$ cat src/rtl/gt_pkg.sv
package gt_pkg;
  localparam int ADDR_W = 2;
  localparam int CTRL_W = 6;

  typedef enum logic [ADDR_W-1:0] {
    A_LOAD    = 2'd0,
    A_COUNT   = 2'd1,
    A_CTRL    = 2'd2,
    A_SERVICE = 2'd3
  } addr_e;

  // control layout: [5] watchdog, [4] run, [3:2] divider, [1] irq-on-timeout, [0] reserved
  typedef struct packed {
    logic       wd;
    logic       run;
    logic [1:0] psel;
    logic       act_irq;
    logic       rsv;
  } ctrl_t;
endpackage

$ cat src/rtl/gt_prescaler.sv
module gt_prescaler #(
  parameter int MID_LOG2 = 4,
  parameter int HI_LOG2  = 8
) (
  input  logic       clk,
  input  logic       rst_n,
  input  logic       tick,
  input  logic       clear,
  input  logic [1:0] psel,
  output logic       step
);
  logic [HI_LOG2-1:0] pre_q;
  logic mid_full, hi_full;

  assign mid_full = &pre_q[MID_LOG2-1:0];
  assign hi_full  = &pre_q;

  always_comb begin
    unique case (psel)
      2'b00:   step = tick;
      2'b01:   step = tick & mid_full;
      default: step = tick & hi_full;
    endcase
  end

  always_ff @(posedge clk) begin
    if (!rst_n)     pre_q <= '0;
    else if (clear) pre_q <= '0;
    else if (tick)  pre_q <= pre_q + 1'b1;
  end

  // after a clear, no divided step can appear before any tick has been seen
  p_clear_restart_r3: assert property (@(posedge clk) disable iff (!rst_n)
    clear |=> (pre_q == '0));
endmodule

$ cat src/rtl/gt_regs.sv
module gt_regs
  import gt_pkg::*;
#(
  parameter int W = 16
) (
  input  logic         clk,
  input  logic         rst_n,
  input  logic         wr_load,
  input  logic         wr_ctrl,
  input  logic [W-1:0] wdata,
  output logic [W-1:0] load_q,
  output ctrl_t        ctrl_q,
  output logic         start
);
  ctrl_t ctrl_new;
  logic  locked;

  assign locked   = ctrl_q.wd;
  assign ctrl_new = ctrl_t'({wdata[CTRL_W-1:1], 1'b0});
  assign start    = wr_ctrl & ~locked & ~(ctrl_q.run | ctrl_q.wd) &
                    (ctrl_new.run | ctrl_new.wd);

  always_ff @(posedge clk) begin
    if (!rst_n) begin
      load_q <= '0;
      ctrl_q <= '0;
    end else if (!locked) begin
      if (wr_load) load_q <= wdata;
      if (wr_ctrl) ctrl_q <= ctrl_new;
    end
  end

  // watchdog mode is sticky and freezes both writable registers
  p_wd_sticky_r8: assert property (@(posedge clk) disable iff (!rst_n)
    ctrl_q.wd |=> ctrl_q.wd);
  p_frozen_r8: assert property (@(posedge clk) disable iff (!rst_n)
    ctrl_q.wd |=> ($stable(load_q) && $stable(ctrl_q)));
endmodule

$ cat src/rtl/gt_counter.sv
module gt_counter #(
  parameter int W = 16
) (
  input  logic         clk,
  input  logic         rst_n,
  input  logic         run,
  input  logic         wd,
  input  logic         act_irq,
  input  logic         step,
  input  logic         start,
  input  logic         service,
  input  logic [W-1:0] load,
  output logic [W-1:0] count,
  output logic         irq,
  output logic         rst_req
);
  logic active, at_zero, timeout, to_reset;

  assign active   = run | wd;
  assign at_zero  = (count == '0);
  assign timeout  = active & step & at_zero & ~service;
  assign to_reset = timeout & wd & ~act_irq;

  always_ff @(posedge clk) begin
    if (!rst_n) begin
      count   <= '1;
      irq     <= 1'b0;
      rst_req <= 1'b0;
    end else begin
      rst_req <= to_reset;
      if (service)                   count <= load;
      else if (start)                count <= load;
      else if (active && step)       count <= at_zero ? load : count - 1'b1;
      if (service)                   irq <= 1'b0;
      else if (timeout && !to_reset) irq <= 1'b1;
    end
  end

  p_rst_pulse_r5: assert property (@(posedge clk) disable iff (!rst_n)
    rst_req |=> !rst_req);
  p_irq_hold_r6: assert property (@(posedge clk) disable iff (!rst_n)
    (irq && !service) |=> irq);
  p_svc_reload_r7: assert property (@(posedge clk) disable iff (!rst_n)
    service |=> (count == $past(load) && !irq));
  p_count_step_r2: assert property (@(posedge clk) disable iff (!rst_n)
    (active && step && !at_zero && !service) |=>
      (count == $past(count) - {{(W-1){1'b0}}, 1'b1}));
endmodule

$ cat src/rtl/guard_timer.sv
module guard_timer
  import gt_pkg::*;
#(
  parameter int CNT_W        = 16,
  parameter int PRE_MID_LOG2 = 4,
  parameter int PRE_HI_LOG2  = 8
) (
  input  logic             clk,
  input  logic             rst_n,
  input  logic             tick,
  input  logic             bus_we,
  input  logic [1:0]       bus_addr,
  input  logic [CNT_W-1:0] bus_wdata,
  output logic [CNT_W-1:0] bus_rdata,
  output logic             irq,
  output logic             rst_req
);
  logic             wr_load, wr_ctrl, service, start, step;
  logic [CNT_W-1:0] load_q, count;
  ctrl_t            ctrl_q;

  assign wr_load = bus_we & (bus_addr == A_LOAD);
  assign wr_ctrl = bus_we & (bus_addr == A_CTRL);
  assign service = bus_we & (bus_addr == A_SERVICE);

  gt_regs #(.W(CNT_W)) u_regs (
    .clk(clk), .rst_n(rst_n), .wr_load(wr_load), .wr_ctrl(wr_ctrl),
    .wdata(bus_wdata), .load_q(load_q), .ctrl_q(ctrl_q), .start(start)
  );

  gt_prescaler #(.MID_LOG2(PRE_MID_LOG2), .HI_LOG2(PRE_HI_LOG2)) u_pre (
    .clk(clk), .rst_n(rst_n), .tick(tick), .clear(service | start),
    .psel(ctrl_q.psel), .step(step)
  );

  gt_counter #(.W(CNT_W)) u_cnt (
    .clk(clk), .rst_n(rst_n), .run(ctrl_q.run), .wd(ctrl_q.wd),
    .act_irq(ctrl_q.act_irq), .step(step), .start(start), .service(service),
    .load(load_q), .count(count), .irq(irq), .rst_req(rst_req)
  );

  always_comb begin
    unique case (bus_addr)
      A_LOAD:  bus_rdata = load_q;
      A_COUNT: bus_rdata = count;
      A_CTRL:  bus_rdata = {{(CNT_W-CTRL_W){1'b0}}, ctrl_q};
      default: bus_rdata = '0;
    endcase
  end

  // the live count never takes bus data through its own address
  p_count_ro_r9: assert property (@(posedge clk) disable iff (!rst_n)
    (bus_we && bus_addr == A_COUNT && !step) |=> $stable(count));
endmodule

$ cat config.mk
export PLATFORM = sky130hd
export DESIGN_NAME = guard_timer
export DESIGN_NICKNAME = d
export VERILOG_FILES = /design/src/rtl/gt_pkg.sv /design/src/rtl/gt_prescaler.sv /design/src/rtl/gt_regs.sv /design/src/rtl/gt_counter.sv /design/src/rtl/guard_timer.sv
export SDC_FILE = /design/constraint.sdc
export NUM_CORES = 1
export LEC_CHECK = 0
export CORE_UTILIZATION = 25
export CTS_CLUSTER_DIAMETER = 50
export DETAILED_ROUTE_END_ITERATION = 8
export SYNTH_ARGS = -nofsm -noshare
export SYNTH_HDL_FRONTEND = slang
export SYNTH_HIERARCHICAL = 1
export SYNTH_SLANG_ARGS = --single-unit
$ cat constraint.sdc
create_clock -name clk -period 4 [get_ports clk]
set_input_delay 0.8 -clock clk [delete_from_list [all_inputs] [get_ports clk]]
set_output_delay 0.8 -clock clk [all_outputs]
set_load 0.05 [all_outputs]
==> results of run 1 <==
logic make-up (layout without fill, tap and decap cells):
kind of cell,after synthesis,count (layout),share of synthesized area (%)
compound gates,53,53,13.9
flops,47,47,33.7
buf+inv,27,58,7.49
xor+xnor,6,6,1.88
other cells,1,1,0.134
mux,39,39,14.0
simple gates,152,152,27.5
fa+ha+maj,3,3,1.35
registers in the layout, summed over array words and instances (netlist names):
register	flops
u_cnt/count	16
u_cnt/irq	1
u_cnt/rst_req	1
u_pre/pre_q	8
u_regs/ctrl_q	4
u_regs/load_q	16
u_regs/locked	1
worst max-delay path, cell delays in order:
cell,delay [ns]
sky130_fd_sc_hd__clkdlybuf4s50_1,0.47
sky130_fd_sc_hd__buf_4,0.24
sky130_fd_sc_hd__nor2b_2,0.31
sky130_fd_sc_hd__o2bb2ai_1,0.23
sky130_fd_sc_hd__buf_12,0.18
through the flow:
step	setup slack (ns)	util, %	cell area [µm²]	power [mW]
after floorplan	1.09	-	2790	0.684
after detailed placement	0.648	31.1	3370	0.787
after global routing	0.827	32.0	3470	1.13
after CTS	0.939	32.0	3470	1.09
after global placement	0.712	31.1	3370	0.782
final	0.961	32.0	3470	1.08
worst paths after layout:
check	slack, ns	end	startpoint	cells past startpoint
worst min-delay path	0.48	u_regs/load_q[11]$_SDFFE_PN0P_	u_regs/load_q[11]$_SDFFE_PN0P_	2
worst max register to register	1.35	u_cnt/count[13]$_SDFFE_PN1P_	u_cnt/count[0]$_SDFFE_PN1P_	7
worst min register to register	0.48	u_regs/load_q[11]$_SDFFE_PN0P_	u_regs/load_q[11]$_SDFFE_PN0P_	2
worst max-delay path	0.96	bus_rdata[5]	bus_addr[1]	5
per-layer routing:
metal  vias to the layer above  global-route usage (%)  share of wire, %  wire length, µm
met3                        10                    1.88               4.1              289
li1                       1236                       -                 -                -
met1                      1154                    17.0                48             3380
met5                         -                       0                 0                0
met4                         0                    5.87               2.1              147
met2                        69                    21.1                46             3290
power breakdown:
group          internal, mW  leakage, nW  switching (mW)  total, mW
clock                 0.125       0.0443           0.179      0.305
sequential            0.488        0.383          0.0289      0.517
combinational         0.118        0.850           0.139      0.258
total                 0.732         1.28           0.348       1.08
cell type report:
cell class                      instances  share of cell area (%)
Inverter                                4                   0.433
Sequential cell                        47                    27.1
Tap cell                              140                    5.05
Clock buffer                            5                    1.99
Multi-Input combinational cell        254                    47.4
Clock inverter                          3                   0.722
Timing Repair Buffer                   46                    17.3
cell usage after synthesis (6+ instances only):
cell type,n
sky130_fd_sc_hd__nor2_1,35
sky130_fd_sc_hd__o21ai_0,7
sky130_fd_sc_hd__nand3_1,7
sky130_fd_sc_hd__nor3_1,13
sky130_fd_sc_hd__mux2i_1,39
sky130_fd_sc_hd__dfxtp_1,47
sky130_fd_sc_hd__nand2_1,51
sky130_fd_sc_hd__o2bb2ai_1,6
sky130_fd_sc_hd__a21oi_1,9
sky130_fd_sc_hd__nand4_1,9
sky130_fd_sc_hd__clkbuf_1,6
==> results.txt, run 1 <==
No sink is reached through more buffers than the 2 on the longest clock path. The post-layout minimum cycle time is 3.04 ns, and the area of the core is 10800 µm². Buffers added to address setup during post-CTS repair amount to 0. The die span in y was 108 µm; the slew at the pin with the worst max-slew slack was 0.818 ns. Row generation in the floorplan step produced 38 rows. Global routing finished with a remaining overflow of 0. The class of the tightest hold or removal check is reg2reg. The root buffer cell chosen for the clock tree is sky130_fd_sc_hd__clkbuf_8.

The clock reaches the later pin of the worst-skew pair after 0.32 ns. The library cell used most frequently in the layout, excluding fill and tap cells, is sky130_fd_sc_hd__nand2_1. The final layout contains routed wiring with a total length of 7.11 mm.

The number of max-slew violations in the final report came out at 0. After filler insertion, the fill cell instance count of the layout stands at 1176. Summed over all failing endpoints, the final setup total negative slack is 0 ns. The area of the mapped netlist was 2790 µm². In the layout the commonest cells are sky130_fd_sc_hd__nand2_1, sky130_fd_sc_hd__dfxtp_1, sky130_fd_sc_hd__mux2i_1. Most frequently used flop master after synthesis: sky130_fd_sc_hd__dfxtp_1. Pin placement for this block handled 40 I/O pins. The analysis attributes to cell leakage a power of 1.28 nW.

The power density relative to cell area came out at 311 nW/µm². Once placement completed, the tool counted placed cells totaling 491. The tools report the endpoint type of the worst setup path as an output pin.

The first global-routing pass estimated 11.8 mm of wire. STA puts the critical path data required time at 3.20 ns. After synthesis, the mean cell area works out to 8.51 µm². Count of buffers from port buffering: 39. The tools report the final routed DRC violation total as 0. The tools report the number of maximum-capacitance constraint violations as 0. The logs give 0 for the count of nets left with antenna violations after detail routing and 2 for the deepest level of the CTS H-tree. Clock-pin slew was measured on the worst setup and hold paths at 0.09 ns. The worst-case IR drop observed on VDD is 0.000195 V. The post-layout net count was 383; the number of enable flip-flop cells after synthesis was 0. Of the available clock period, the critical path in the final layout requires 76.0%. The post-detailed-route via-to-cell ratio was 4.95. The biggest area consumer among synthesized cells was sky130_fd_sc_hd__dfxtp_1. The run gives 353 as the net count after synthesis.

The repair_antennas step left the layout with diodes totalling 0. In this run the biggest area consumer among cell types represents 33.7% of the synthesized area. The count of distinct cell types in the synthesized netlist is 54. After synthesis, the cell types taking the most area are sky130_fd_sc_hd__dfxtp_1, sky130_fd_sc_hd__mux2i_1, sky130_fd_sc_hd__nand2_1. The synthesized design contains 47 register bits. The run gives 0 as the number of antenna violations at the first check in global routing.

Detailed placement finished with a half-perimeter wire length of 5.25 mm. Cells with a size suffix above 1 make up 15.0% of the layout. The sequential standard cell area came out at 941 µm². The flow ran to the end, and the final reports show no timing, DRC or antenna violations.

For the fmax, the log shows 0.329 GHz. The die covers 11600 µm². Once the floorplan was initialized, standard cells occupied 25.7% of the core. Counting flops with an async set or reset pin after synthesis yields a share of 0%. The kind of start point of the critical path is an input pin. By startpoint and endpoint, the worst setup path is classified as in2out. TritonCTS built the clock tree.

The count of synthesis-stage warnings from yosys is 6. At the end of routability-driven placement, the weighted congestion stood at 0.906. For the register area share after synthesis, the log shows 33.7%.

The number of DRC violations after detailed-routing iteration 0 is 170. Setup repair after global routing left no endpoint under its margin. The number of endpoints with negative hold slack in the final report is 0.

The area of the multi-input gates was 1640 µm². The clock net in this run drives a total of 47 sinks. The remaining max-slew budget at the tightest pin is 45.3%, and the TritonCTS buffer count is 5.

The layout overhead on the synthesized area works out to 24.2%. Setup violations remaining at the end of the flow were counted as 0. The average wire per standard cell is 14.3 µm. Critical-path maximum fanout: 19.

The tools report the worst hold margin as 0.480 ns. The first-pass detailed-route iteration total was 4; the global routing usage summed across all routing layers was 13.0%. The via count of the first global-routing pass was 2485.

Entering global routing, the biggest net connects 32 pins. Buffers inserted to repair hold after CTS numbered 0. The arrival time of data at the critical path endpoint is 2.24 ns, and the worst clock skew on the final layout is 0.0106 ns. The number of cells upsized or downsized after cts was 0; the final cell count without fillers was 499. The synthesized instance count was 328; the die outline width was 108 µm. Across all layers, the routed design uses 2469 vias.
(Power assumes the default switching activity.)
==> run 2: changes to the inputs <==
==> constraint.sdc (replaced) <==
create_clock -name clk -period 3.2 [get_ports clk]
set_input_delay 0.64 -clock clk [delete_from_list [all_inputs] [get_ports clk]]
set_output_delay 0.64 -clock clk [all_outputs]
set_load 0.05 [all_outputs]
==> run 2 against run 1 <==
Worst setup slack got worse by 0.49 ns. Sequential share of layout area fell by 0.87 points. Routed wire length rose by 2.4%. Sequential power rose by 25%. Clock power rose by 74%. Total power rose by 40%. Via count rose by 1.3%. First-iteration DRC count fell by 20%.
==> results.txt, run 2 (synthesized netlist as in run 1, its figures left out) <==
Across the routed clock network, the largest skew measured is 0.00997 ns. The pre-CTS worst setup slack came out at 0.437 ns. On the critical path, the stage with the largest delay is an instance of sky130_fd_sc_hd__clkdlybuf4s50_1.

The tools report the combinational share of power as 22.0%. Sequential cells burn 42.9% of the power. Worst reg2reg path startpoint: u_cnt/count[0]$_SDFFE_PN1P_.

Summed over all failing endpoints, the final setup total negative slack is 0 ns. The number of top-level design ports was 40; the final period utilization was 85.2%. The run gives 0 as the count of nets left with antenna violations after detail routing.

Of all nets on the critical path, the largest fanout is 19. The largest net degree at the start of global routing is 33, and the final estimated routing congestion in global placement is 0.886. Summed over all layers, the global routing overflow is 0. The largest registers in the layout are u_cnt/count: 16 flops, u_regs/load_q: 16 flops, u_pre/pre_q: 8 flops. 0 antenna diodes ended up in the layout. In the final routed layout, each cell accounts on average for 14.4 µm. After layout, the minimum clock period comes to 2.73 ns. The final layout contains 391 nets. The longest clock path from root to sink contains 2 buffers.

The first global-routing pass estimated 12.1 mm of wire. Across the VDD grid, the largest voltage drop is 0.000196 V. After clock tree synthesis, the setup repair step added 0 buffers.

Detailed placement ended at an HPWL of 5.38 mm. The H-tree generated during clock tree synthesis spans 2 levels. The endpoint type of the worst setup path is an output pin. The type of the worst setup path is in2out. For the fmax, the log shows 0.367 GHz. Across every metal layer, demand over resource in global routing totals 13.5%. The tightest min-delay check is of the reg2reg type. The number of maximum-capacitance constraint violations came out at 0. For this run, the share of the core covered by cells in the final layout is 33.0%.

The tools report the area of the core as 10800 µm². Hold is met by 0.487 ns. Setup violations remaining at the end of the flow were counted as 0.

For the clock latency reported for the late side of the worst-skew pair, the log shows 0.32 ns. The clock edge transition at the registers on the reported setup and hold paths is 0.08 ns. The root cell of the clock tree is sky130_fd_sc_hd__clkbuf_8. The critical hold path startpoint was u_regs/load_q[6]$_SDFFE_PN0P_. Summing over every cut layer, the via total after detailed routing is 2502. The first detailed-routing pass took 4 iterations.

The number of buffers inserted for hold repair after clock tree synthesis came out at 0. Setup repair after global routing left no endpoint under its margin. After the flow finishes, the layout carries non-filler instances totaling 507.

The number of instances in the placed design is 499. TritonCTS built the clock tree. The post-detailed-route via-to-cell ratio is 4.93, and the clock sink count is 47.

The floorplan step set the die width to 108 µm. At the worst endpoint, the required time is 2.56 ns. Post-CTS repair changed the size of 0 cells. Summing all non-filler instances in the final layout gives an area of 3580 µm².

Total power after layout: 1.51 mW. For this design the static power due to leakage is 1.34 nW. For hold timing, the worst endpoint is u_regs/load_q[6]$_SDFFE_PN0P_. The internal portion of the total power is 1.08 mW. In this run the critical register-to-register path is captured at u_cnt/count[10]$_SDFFE_PN1P_. The logs give 25.7% for the starting density of the core and 0 for the final routed DRC violation total. The die covers 11600 µm².

The worst reg2reg path depth came out at 7. The top cell types in the final layout, fill and taps aside, are sky130_fd_sc_hd__nand2_1, sky130_fd_sc_hd__dfxtp_1, sky130_fd_sc_hd__mux2i_1. The number of endpoints with negative hold slack in the final report came out at 0. The flow ran to the end, and the final reports show no timing, DRC or antenna violations.

The most common cell after layout, fill and taps aside was sky130_fd_sc_hd__nand2_1. In this run the tightest slew margin relative to its limit is 54.0%. The fraction of power spent switching nets is 28.7%.

Cell count of the worst hold path: 2. Measured along the y axis, the die boundary spans 108 µm. Walking the worst path, the cells encountered are clkdlybuf4s50_1, buf_4, nor2b_2, o2bb2ai_1, buf_12. The share of layout cells above drive strength 1 is 16.9%, and the slew at the pin with the worst max-slew slack is 0.685 ns. The first routing iteration left 136 violations. The worst path meets setup with 0.473 ns of slack. In this run the cell area measured after placement is 3440 µm². The worst setup path is launched from an input pin. The run gives 35.1% as the part of the total power dissipated in the clock network.

For this design the ratio of total power to cell area is 422 nW/µm². The number of max-slew violations in the final report is 0, and the via count of the first global-routing pass is 2416. The setup slack on the worst flop-to-flop path is 0.71 ns, and the standard-cell row count is 38. During placement, the flow inserted port buffers numbering 39. In this design, the stage delay of the slowest critical-path cell is 0.48 ns. Data arrives at the worst endpoint at 2.09 ns. The number of antenna violations at the first check in global routing was 0; the TritonCTS buffer count was 5. The total wire length was 7.28 mm. From synthesis to final layout, the design area changed by 28.3%. The analysis attributes to net switching a power of 0.433 mW.
-- run 2: worst max path at each step --
stage	from	to	depth (start not counted)
after global placement	bus_addr[0]	u_cnt/count[12]$_SDFFE_PN1P_	8
after floorplan	bus_addr[0]	u_cnt/count[12]$_SDFFE_PN1P_	10
after detailed placement	bus_addr[0]	u_cnt/count[12]$_SDFFE_PN1P_	8
after global routing	bus_addr[1]	bus_rdata[4]	5
final	bus_addr[1]	bus_rdata[4]	5
after CTS	bus_addr[1]	bus_rdata[4]	5
-- run 2: layer usage --
metal	vias to the layer above	GRT usage [%]	wire length, µm
met2	64	20.9	3300
li1	1247	-	-
met1	1181	18.1	3510
met3	10	2.54	341
met4	0	5.68	122
met5	-	0	0
-- run 2: area by class of cell --
type	count	area, µm²
Timing Repair Buffer	54	671
Sequential cell	47	941
Tap cell	140	175
Fill cell	1149	7260
Clock inverter	3	67.6
Multi-Input combinational cell	254	1640
Inverter	4	15.0
Clock buffer	5	68.8
-- run 2: worst max-delay path: cells and delay by family --
| family | cells | cell delay (ns) |
|---|---|---|
| buf+inv | 3 | 0.90 |
| simple gates | 1 | 0.30 |
| compound gates | 1 | 0.23 |
-- run 2: power by group through the flow --
stage,combinational (mW),clock (mW),sequential [mW]
2_1_floorplan,0.207,0,0.648
3_3_place_gp,0.330,0,0.660
3_5_place_dp,0.333,0,0.661
4_1_cts,0.334,0.543,0.648
5_1_grt,0.356,0.571,0.653
6_report,0.332,0.530,0.648
==> run 3: changes to the inputs <==
--- a/config.mk
+++ b/config.mk
@@ -8,6 +8,7 @@
 export CORE_UTILIZATION = 25
 export CTS_CLUSTER_DIAMETER = 50
 export DETAILED_ROUTE_END_ITERATION = 8
+export SKIP_CTS_REPAIR_TIMING = 1
 export SYNTH_ARGS = -nofsm -noshare
 export SYNTH_HDL_FRONTEND = slang
 export SYNTH_HIERARCHICAL = 1
==> results of run 3 <==
The final DEF is identical to that of run 2; final timing and power are the same.
